**src/rtl/dmach_pkg.sv**
```systemverilog
package dmach_pkg;
    typedef enum logic [1:0] {
        SEL_SRC  = 2'd0,
        SEL_DST  = 2'd1,
        SEL_CNT  = 2'd2,
        SEL_CTRL = 2'd3
    } dmach_sel_e;

    localparam int CTL_EN_BIT  = 0;
    localparam int CTL_ML_BIT  = 1;
    localparam int CTL_CLR_BIT = 2;

    localparam int STEP_UP   = 0;
    localparam int STEP_DOWN = 1;
endpackage

```
**src/rtl/dmach_bufreg.sv**
```systemverilog
module dmach_bufreg #(
    parameter int W        = 32,
    parameter int STEP_MODE = 0,
    parameter int STEP_AMT = 4
) (
    input  logic         clk,
    input  logic         rst_n,
    input  logic         wr_both,
    input  logic         wr_mst,
    input  logic [W-1:0] wdata,
    input  logic         step,
    input  logic         reload,
    output logic [W-1:0] slave_eff
);
    import dmach_pkg::*;

    localparam logic [W-1:0] STEP_VAL = W'(STEP_AMT);

    typedef struct packed {
        logic [W-1:0] mst;
        logic [W-1:0] slv;
    } pair_t;

    pair_t        r_d, r_q;
    logic [W-1:0] stepped;

    generate
        if (STEP_MODE == STEP_DOWN) begin : g_down
            assign stepped = slave_eff - W'(1);
        end else begin : g_up
            assign stepped = slave_eff + STEP_VAL;
        end
    endgenerate

    always_comb begin
        slave_eff = wr_both ? wdata : r_q.slv;
        r_d = r_q;
        if (wr_both || wr_mst) r_d.mst = wdata;
        if (wr_both)           r_d.slv = wdata;
        if (step)              r_d.slv = stepped;
        if (reload)            r_d.slv = r_d.mst;
    end

    always_ff @(posedge clk) begin
        if (!rst_n) r_q <= '0;
        else        r_q <= r_d;
    end

    a_r4_slave_kept: assert property (@(posedge clk) disable iff (!rst_n)
        (wr_mst && !wr_both && !step && !reload) |=> $stable(r_q.slv));

    a_r7_reload_match: assert property (@(posedge clk) disable iff (!rst_n)
        reload |=> (r_q.slv == r_q.mst));
endmodule

```
**src/rtl/dmach_seq.sv**
```systemverilog
module dmach_seq #(
    parameter int AW = 32,
    parameter int CW = 16
) (
    input  logic          clk,
    input  logic          rst_n,
    input  logic          trig,
    input  logic          ctl_wr,
    input  logic          ctl_en,
    input  logic          ctl_ml,
    input  logic          ctl_clr,
    input  logic [CW-1:0] cnt_eff,
    input  logic [AW-1:0] src_eff,
    input  logic [AW-1:0] dst_eff,
    output logic          mst_only,
    output logic          fire,
    output logic          last,
    output logic          req_valid,
    output logic [AW-1:0] req_src,
    output logic [AW-1:0] req_dst,
    output logic          tc,
    output logic          irq
);
    typedef struct packed {
        logic          en;
        logic          ml;
        logic          armed;
        logic          tc;
        logic          req;
        logic          irq;
        logic [AW-1:0] src;
        logic [AW-1:0] dst;
    } seq_t;

    seq_t s_d, s_q;

    always_comb begin
        mst_only = s_q.en && s_q.armed;
        fire     = s_q.en && trig && (cnt_eff != '0);
        last     = fire && (cnt_eff == CW'(1));

        s_d     = s_q;
        s_d.req = fire;
        s_d.irq = last;
        if (fire) begin
            s_d.src = src_eff;
            s_d.dst = dst_eff;
        end
        if (s_q.en && trig) s_d.armed = 1'b1;
        if (last && !s_q.ml) begin
            s_d.en    = 1'b0;
            s_d.armed = 1'b0;
        end
        if (ctl_wr) begin
            s_d.en = ctl_en;
            s_d.ml = ctl_ml;
            if (!ctl_en) s_d.armed = 1'b0;
            if (ctl_clr) s_d.tc = 1'b0;
        end
        if (last) s_d.tc = 1'b1;
    end

    always_ff @(posedge clk) begin
        if (!rst_n) s_q <= '0;
        else        s_q <= s_d;
    end

    assign req_valid = s_q.req;
    assign req_src   = s_q.src;
    assign req_dst   = s_q.dst;
    assign tc        = s_q.tc;
    assign irq       = s_q.irq;

    a_r6_irq_with_req: assert property (@(posedge clk) disable iff (!rst_n)
        s_q.irq |-> (s_q.req && s_q.tc));

    a_r3_req_needs_enable: assert property (@(posedge clk) disable iff (!rst_n)
        s_q.req |-> ($past(s_q.en) && $past(trig)));

    a_r12_zero_count: assert property (@(posedge clk) disable iff (!rst_n)
        (trig && cnt_eff == '0) |=> !s_q.req);

    a_r10_tc_sticky: assert property (@(posedge clk) disable iff (!rst_n)
        (s_q.tc && !(ctl_wr && ctl_clr)) |=> s_q.tc);

    a_r8_stop: assert property (@(posedge clk) disable iff (!rst_n)
        (last && !s_q.ml && !ctl_wr) |=> !mst_only);
endmodule

```
**src/rtl/dmach_dualbuf.sv**
```systemverilog
module dmach_dualbuf #(
    parameter int AW         = 32,
    parameter int CW         = 16,
    parameter int UNIT_BYTES = 4
) (
    input  logic          clk,
    input  logic          rst_n,
    input  logic          wr_en,
    input  logic [1:0]    wr_sel,
    input  logic [AW-1:0] wr_data,
    input  logic          trig,
    output logic          req_valid,
    output logic [AW-1:0] req_src,
    output logic [AW-1:0] req_dst,
    output logic          tc_flag,
    output logic          eot_irq
);
    import dmach_pkg::*;

    localparam int NADDR = 2;

    logic          mst_only, fire, last;
    logic          ctl_wr;
    logic [AW-1:0] addr_eff [NADDR];
    logic [CW-1:0] cnt_eff;
    logic          cnt_hit;

    assign ctl_wr  = wr_en && (wr_sel == SEL_CTRL);
    assign cnt_hit = wr_en && (wr_sel == SEL_CNT);

    generate
        for (genvar i = 0; i < NADDR; i++) begin : g_addr
            logic hit;
            assign hit = wr_en && (wr_sel == 2'(i));
            dmach_bufreg #(
                .W(AW), .STEP_MODE(STEP_UP), .STEP_AMT(UNIT_BYTES)
            ) u_addr (
                .clk      (clk),
                .rst_n    (rst_n),
                .wr_both  (hit && !mst_only),
                .wr_mst   (hit && mst_only),
                .wdata    (wr_data),
                .step     (fire),
                .reload   (last),
                .slave_eff(addr_eff[i])
            );
        end
    endgenerate

    dmach_bufreg #(
        .W(CW), .STEP_MODE(STEP_DOWN), .STEP_AMT(1)
    ) u_cnt (
        .clk      (clk),
        .rst_n    (rst_n),
        .wr_both  (cnt_hit && !mst_only),
        .wr_mst   (cnt_hit && mst_only),
        .wdata    (wr_data[CW-1:0]),
        .step     (fire),
        .reload   (last),
        .slave_eff(cnt_eff)
    );

    dmach_seq #(.AW(AW), .CW(CW)) u_seq (
        .clk      (clk),
        .rst_n    (rst_n),
        .trig     (trig),
        .ctl_wr   (ctl_wr),
        .ctl_en   (wr_data[CTL_EN_BIT]),
        .ctl_ml   (wr_data[CTL_ML_BIT]),
        .ctl_clr  (wr_data[CTL_CLR_BIT]),
        .cnt_eff  (cnt_eff),
        .src_eff  (addr_eff[SEL_SRC]),
        .dst_eff  (addr_eff[SEL_DST]),
        .mst_only (mst_only),
        .fire     (fire),
        .last     (last),
        .req_valid(req_valid),
        .req_src  (req_src),
        .req_dst  (req_dst),
        .tc       (tc_flag),
        .irq      (eot_irq)
    );

    a_r5_req_follows_fire: assert property (@(posedge clk) disable iff (!rst_n)
        fire |=> req_valid);

    a_r6_irq_needs_last: assert property (@(posedge clk) disable iff (!rst_n)
        eot_irq |-> $past(last));
endmodule

```
**config.mk**
```make
export PLATFORM = sky130hd
export DESIGN_NAME = dmach_dualbuf
export DESIGN_NICKNAME = d
export VERILOG_FILES = /design/src/rtl/dmach_pkg.sv /design/src/rtl/dmach_bufreg.sv /design/src/rtl/dmach_seq.sv /design/src/rtl/dmach_dualbuf.sv
export SDC_FILE = /design/constraint.sdc
export NUM_CORES = 1
export LEC_CHECK = 0
export BUFFER_PORTS_ARGS = -buffer_cell sky130_fd_sc_hd__buf_2
export CAP_MARGIN = 20
export CORE_ASPECT_RATIO = 0.8
export CORE_UTILIZATION = 35
export DETAILED_ROUTE_END_ITERATION = 10
export SLEW_MARGIN = 20
export SYNTH_ARGS = -nofsm -noshare
export SYNTH_HDL_FRONTEND = slang
export SYNTH_SLANG_ARGS = --single-unit
```
**constraint.sdc**
```tcl
create_clock -name clk -period 7.15 [get_ports clk]
set_input_delay 0.3575 -clock clk [delete_from_list [all_inputs] [get_ports clk]]
set_output_delay 0.3575 -clock clk [all_outputs]
set_load 0.02 [all_outputs]
```
# Word-level counts from Yosys, hierarchy flattened
# Cells that the tools add are included.
# classes
add_sub_neg	3
n_mux	19
n_eq_ne	4
reduce_logical	26
# op_table
op	n
$mux 32	8
$add 32x3->32 const B	2
$mux 16	4
$eq 16x1->1 const B	1
$reduce_bool 16->1	1
$sub 16x1->16 const B	1
$logic_and 1x1->1	15
$mux 1	6
$reduce_bool 2->1	3
$eq 2x2->1 const B	2
$mux 4	1
$logic_or 1x1->1	3
$eq 2x1->1 const B	1
$logic_not 1->1	2
$logic_not 2->1	1
$reduce_and 2->1	1
# word_totals
regBits	230
input_bits	38

# Longest topological paths before layout
# depth
depth_word	12
depth_mapped	14

# Cells and area by module
# Synthesis repeated with hierarchy kept, for this count alone.
# unflattened
hier_cells	1403
area_unflattened_um2	12051.6
# modules_own_cells
mod	cells_each	seq_area_each_um2	n_inst	area_per_inst_um2
dmach_bufreg at g_addr[0].u_addr ...	417	1281.2	2	3479.6
dmach_seq	372	1401.3	1	3269.4
dmach_bufreg at u_cnt	190	640.6	1	1740.4
dmach_dualbuf	7	0.0	1	82.6

# Worst setup path after synthesis
# No wires, ideal clock.
# synth_path
path_kind	register -> register
from	reg u_seq.s_q[67] (netlist name)
to	reg g_addr[1].u_addr.r_q[26] (netlist name)
path_slack_ps	4147
period_less_slack_ps	3003
required_ps	7033
stages_incl_launch_ff	15
arrival_ps	2887
path_cell_list	dfxtp_1 -> and2_1 -> buf_2 -> buf_2 -> nor2_1 -> buf_2 -> buf_2 -> nand2_1 -> nand2_1 -> ha_1 -> o211ai_1 -> nor4b_2 -> nand2_1 -> xor2_1 -> a22o_1
# synth_lines
element	line_no	rtl
from (decl)	dmach_seq.sv:35	seq_t s_d, s_q;
from (signal assigned)	dmach_seq.sv:64	if (!rst_n) s_q <= '0;
from (signal assigned)	dmach_seq.sv:65	else s_q <= s_d;
to (signal assigned)	dmach_bufreg.sv:46	else r_q <= r_d;
to (decl)	dmach_bufreg.sv:24	pair_t r_d, r_q;

==> impl_results.md <==
* Worst R2R End: g_addr[0].u_addr.r_q[26]
* Hold wc startpoint: wr_data[30]
* Hold WS at 153 ps
* Worst slew margin relative to its limit at 32.3%
* TritonCTS buffer count at 25
* Final Routed Wirelength at 34.9 mm
* Signed area change from the synthesized netlist to the final layout at 9.04%
* Post-synthesis register bit count at 230
* All-Layer GR Usage at 20.7%
* Crit path time final at 3800 ps
* H-tree levels at 1
* Max cap viols at 0
* Number of enable flip-flop cells after synthesis at 0
* Max Root-Sink Buffers at 3
* Result of the run: complete, no violations
* Worst clock skew at 12.4 ps
* Post-Synthesis Mean Instance Area at 7.96 um2
* Slack of the worst reg-to-reg path at 3350 ps
* Yosys warning total at 0
* Leakage power at 0.00474 uW
* Clock tree from TritonCTS: yes
* Post-CTS setup buffer count at 0
* Remaining routing DRC violations at 0
* Number of top-level design ports at 105
* Cell area after placement at 11,700 um2
* First-pass GRT wire length at 54.5 mm
* Post-layout nets at 1,447
* Endpoint of the most critical setup path: g_addr[0].u_addr.r_q[26]
* Number of cells on the worst reg-to-reg path at 11
* Share of flip-flops with an asynchronous set or reset after synthesis at 0%
* Ant. Diodes at 0
* Worst reg2reg startpoint: u_seq.s_q[69]
* Pin count of the biggest net entering global routing at 87
* Core occupancy in the finished layout at 39.2%
* Sum of net half-perimeters after detailed placement at 22.9 mm
* Total negative slack at 0 ps
* Slowest Stage Delay on Critical Path at 750 ps
* Placer congestion estimate at 0.834
* Insertion delay of the later-clocked pin in the worst-skew pair at 520 ps
* Remaining number of nets flagged by the antenna check after routing at 0
* Unrepaired setup endpoints after global routing: false
* Pre-antenna DRT Iters at 6
* Critical path cell sequence: nand2_1 -> nand2_2 -> buf_4 -> nand2_1 -> nand2_1 -> ha_1 -> inv_1 -> nor4_1 -> nand3_1 -> xnor2_1 -> a21oi_1
* Num Clock Sinks at 230
* Worst slew pin tran at 1010 ps
* Worst Setup Path Type: register to register
* Cts-stage hold buffer count at 0
* Launching element of the worst setup path: u_seq.s_q[69]
* Mean routed wirelength per cell at 19.0 um
* Per-cell via count in the routed design at 5.48
* GRT overflow at 0
* Slowest cell on crit path: sky130_fd_sc_hd__nor4_1
* Drt initial violations at 917
* Leading cell type in the layout, fill and taps excluded: sky130_fd_sc_hd__nand2_1
* Number of gates resized after CTS at 0
* Sequential cell area fraction in the yosys report at 40.3%
* Initial core utilization at 36.0%
* Finished Cell Area at 12,500 um2
* Ratio of final minimum period to clock period at 53.1%
* Commonest register cell after synthesis: sky130_fd_sc_hd__dfxtp_1
* Nature of the critical path startpoint: register
* Input/output buffers at 104
* Total vias in the final route at 10,100
* Area used by multi-input combinational logic at 5870 um2
* Die Footprint at 33,400 um2
* Crit Path Max Fanout at 46
* Pwr Density at 239 nW/um2
* Share of cells above drive strength 1 at 13.4%
* Cell at the root of the clock tree: sky130_fd_sc_hd__clkbuf_16
* Pins Over Slew Limit at 0
* Synthesized net count at 1,476
* Peak Freq at 263 MHz
* Number of distinct library cells after synthesis at 67
* Path type of the worst min-delay path: input pin to register
* Final hold viol count at 0
* Die height at 164 um
* Syn Std Cell Area at 11,400 um2
* Std-Cell Rows at 58
* Register cell area after layout at 4600 um2
* Die Span X at 204 um
* Clock slew seen by the registers of the worst setup and hold paths at 60 ps
* Placeable core area at 31,800 um2
* Initial antenna violation count at 1
* Cell mode on critical path: sky130_fd_sc_hd__nand2_1
* Number of global-route vias before repair at 9,090
* Filler cell count in the final layout at 3,256
* Critical path data required time at 7520 ps
* Arrival time worst endpoint at 4170 ps
* Count of endpoints failing setup in the final report at 0
* Critical path endpoint category: register
* Most frequent cells in the layout: 240 x sky130_fd_sc_hd__nand2_1, 230 x sky130_fd_sc_hd__dfxtp_1, 164 x sky130_fd_sc_hd__nor2_1, 148 x sky130_fd_sc_hd__a21oi_1, 104 x sky130_fd_sc_hd__buf_2
* Largest vdd supply drop at 0.000144 V
* Synth Instances at 1,436
## sequential cells by signal (all words and copies together) (netlist names)
register and count:
u_seq.req_src 32, u_seq.req_dst 32, u_cnt.r_q 32, u_seq.irq 1
u_seq.req_valid 1, u_seq.tc 1, u_seq.s_q 3, g_addr.u_addr.r_q 128
## cells in the mapped netlist, types with 33 or more instances
library cell,count,area [um2]
sky130_fd_sc_hd__mux2i_1,60,601
sky130_fd_sc_hd__dfxtp_1,230,4600
sky130_fd_sc_hd__xnor2_1,39,342
sky130_fd_sc_hd__buf_2,33,165
sky130_fd_sc_hd__a21oi_1,148,741
sky130_fd_sc_hd__clkbuf_1,64,240
sky130_fd_sc_hd__nor2_1,166,623
sky130_fd_sc_hd__nand3_1,34,170
sky130_fd_sc_hd__o21ai_0,33,165
sky130_fd_sc_hd__nor3_1,33,165
sky130_fd_sc_hd__a211oi_1,55,413
sky130_fd_sc_hd__nand2_1,243,912
sky130_fd_sc_hd__buf_4,66,495
## stage by stage
stage	setup WS, ps	std cells	total power, uW
after global routing	3120	1843	3100
final	3350	1843	2980
after floorplan	4150	1436	1640
after CTS	3420	1842	3000
after global placement	3260	1799	1730
after detailed placement	3150	1799	1730
## routing by layer
metal  wire length [um]  GRT usage [%]  vias up
li1                   -              -     4895
met1              17400           33.0     4735
met2              13600           27.8      428
met3               3380           4.15       43
met4                555           4.21        0
met5                  0              0        -
## how the worst min path moves through the flow
| stage | to | slack (ps) | cells after the start |
|---|---|---|---|
| final | g_addr[1].u_addr.r_q[62] | 150 | 3 |
| after global routing | g_addr[1].u_addr.r_q[61] | 150 | 3 |
| after CTS | g_addr[1].u_addr.r_q[62] | 140 | 3 |
| after detailed placement | g_addr[1].u_addr.r_q[39] | 450 | 2 |
| after global placement | g_addr[1].u_addr.r_q[50] | 450 | 2 |
| after floorplan | g_addr[0].u_addr.r_q[44] | 440 | 2 |
## critical path: cells and delay by family (launching register included)
family | cells | cell delay (ps)
AND/OR/NAND/NOR | 6 | 2080
buffers and inverters | 2 | 640
flip-flops | 1 | 380
adder cells (fa/ha/maj) | 1 | 260
XOR/XNOR | 1 | 180
AO/OA/AOI/OAI | 1 | 90
## power breakdown
group / switching [uW] / internal (uW) / total [uW]
Combinational: 238 / 109 / 347
Sequential: 27.9 / 1330 / 1360
Clock: 537 / 736 / 1270
Total: 803 / 2180 / 2980
## kinds of logic (layout without fill, tap and decap cells)
kind of cell    count (synthesis)  count (layout)  synth area share [%]
mux                            66              66                  5.84
simple gates                  578             578                  23.0
flops                         230             230                  40.3
compound gates                314             314                  17.3
fa+ha+maj                       2               2                 0.219
buf+inv                       185             172                  8.67
xor+xnor                       61              61                  4.67
## layout make-up
type	count	share of cell area, %
multi-input cells	1021	47.1
flip-flops and latches	230	36.9
clock buffers	34	5.77
repair buffers	121	5.18
well taps	420	4.21
clock inverters	9	0.582
inverters	8	0.261
No activity file was read; power rests on OpenSTA's default activity.
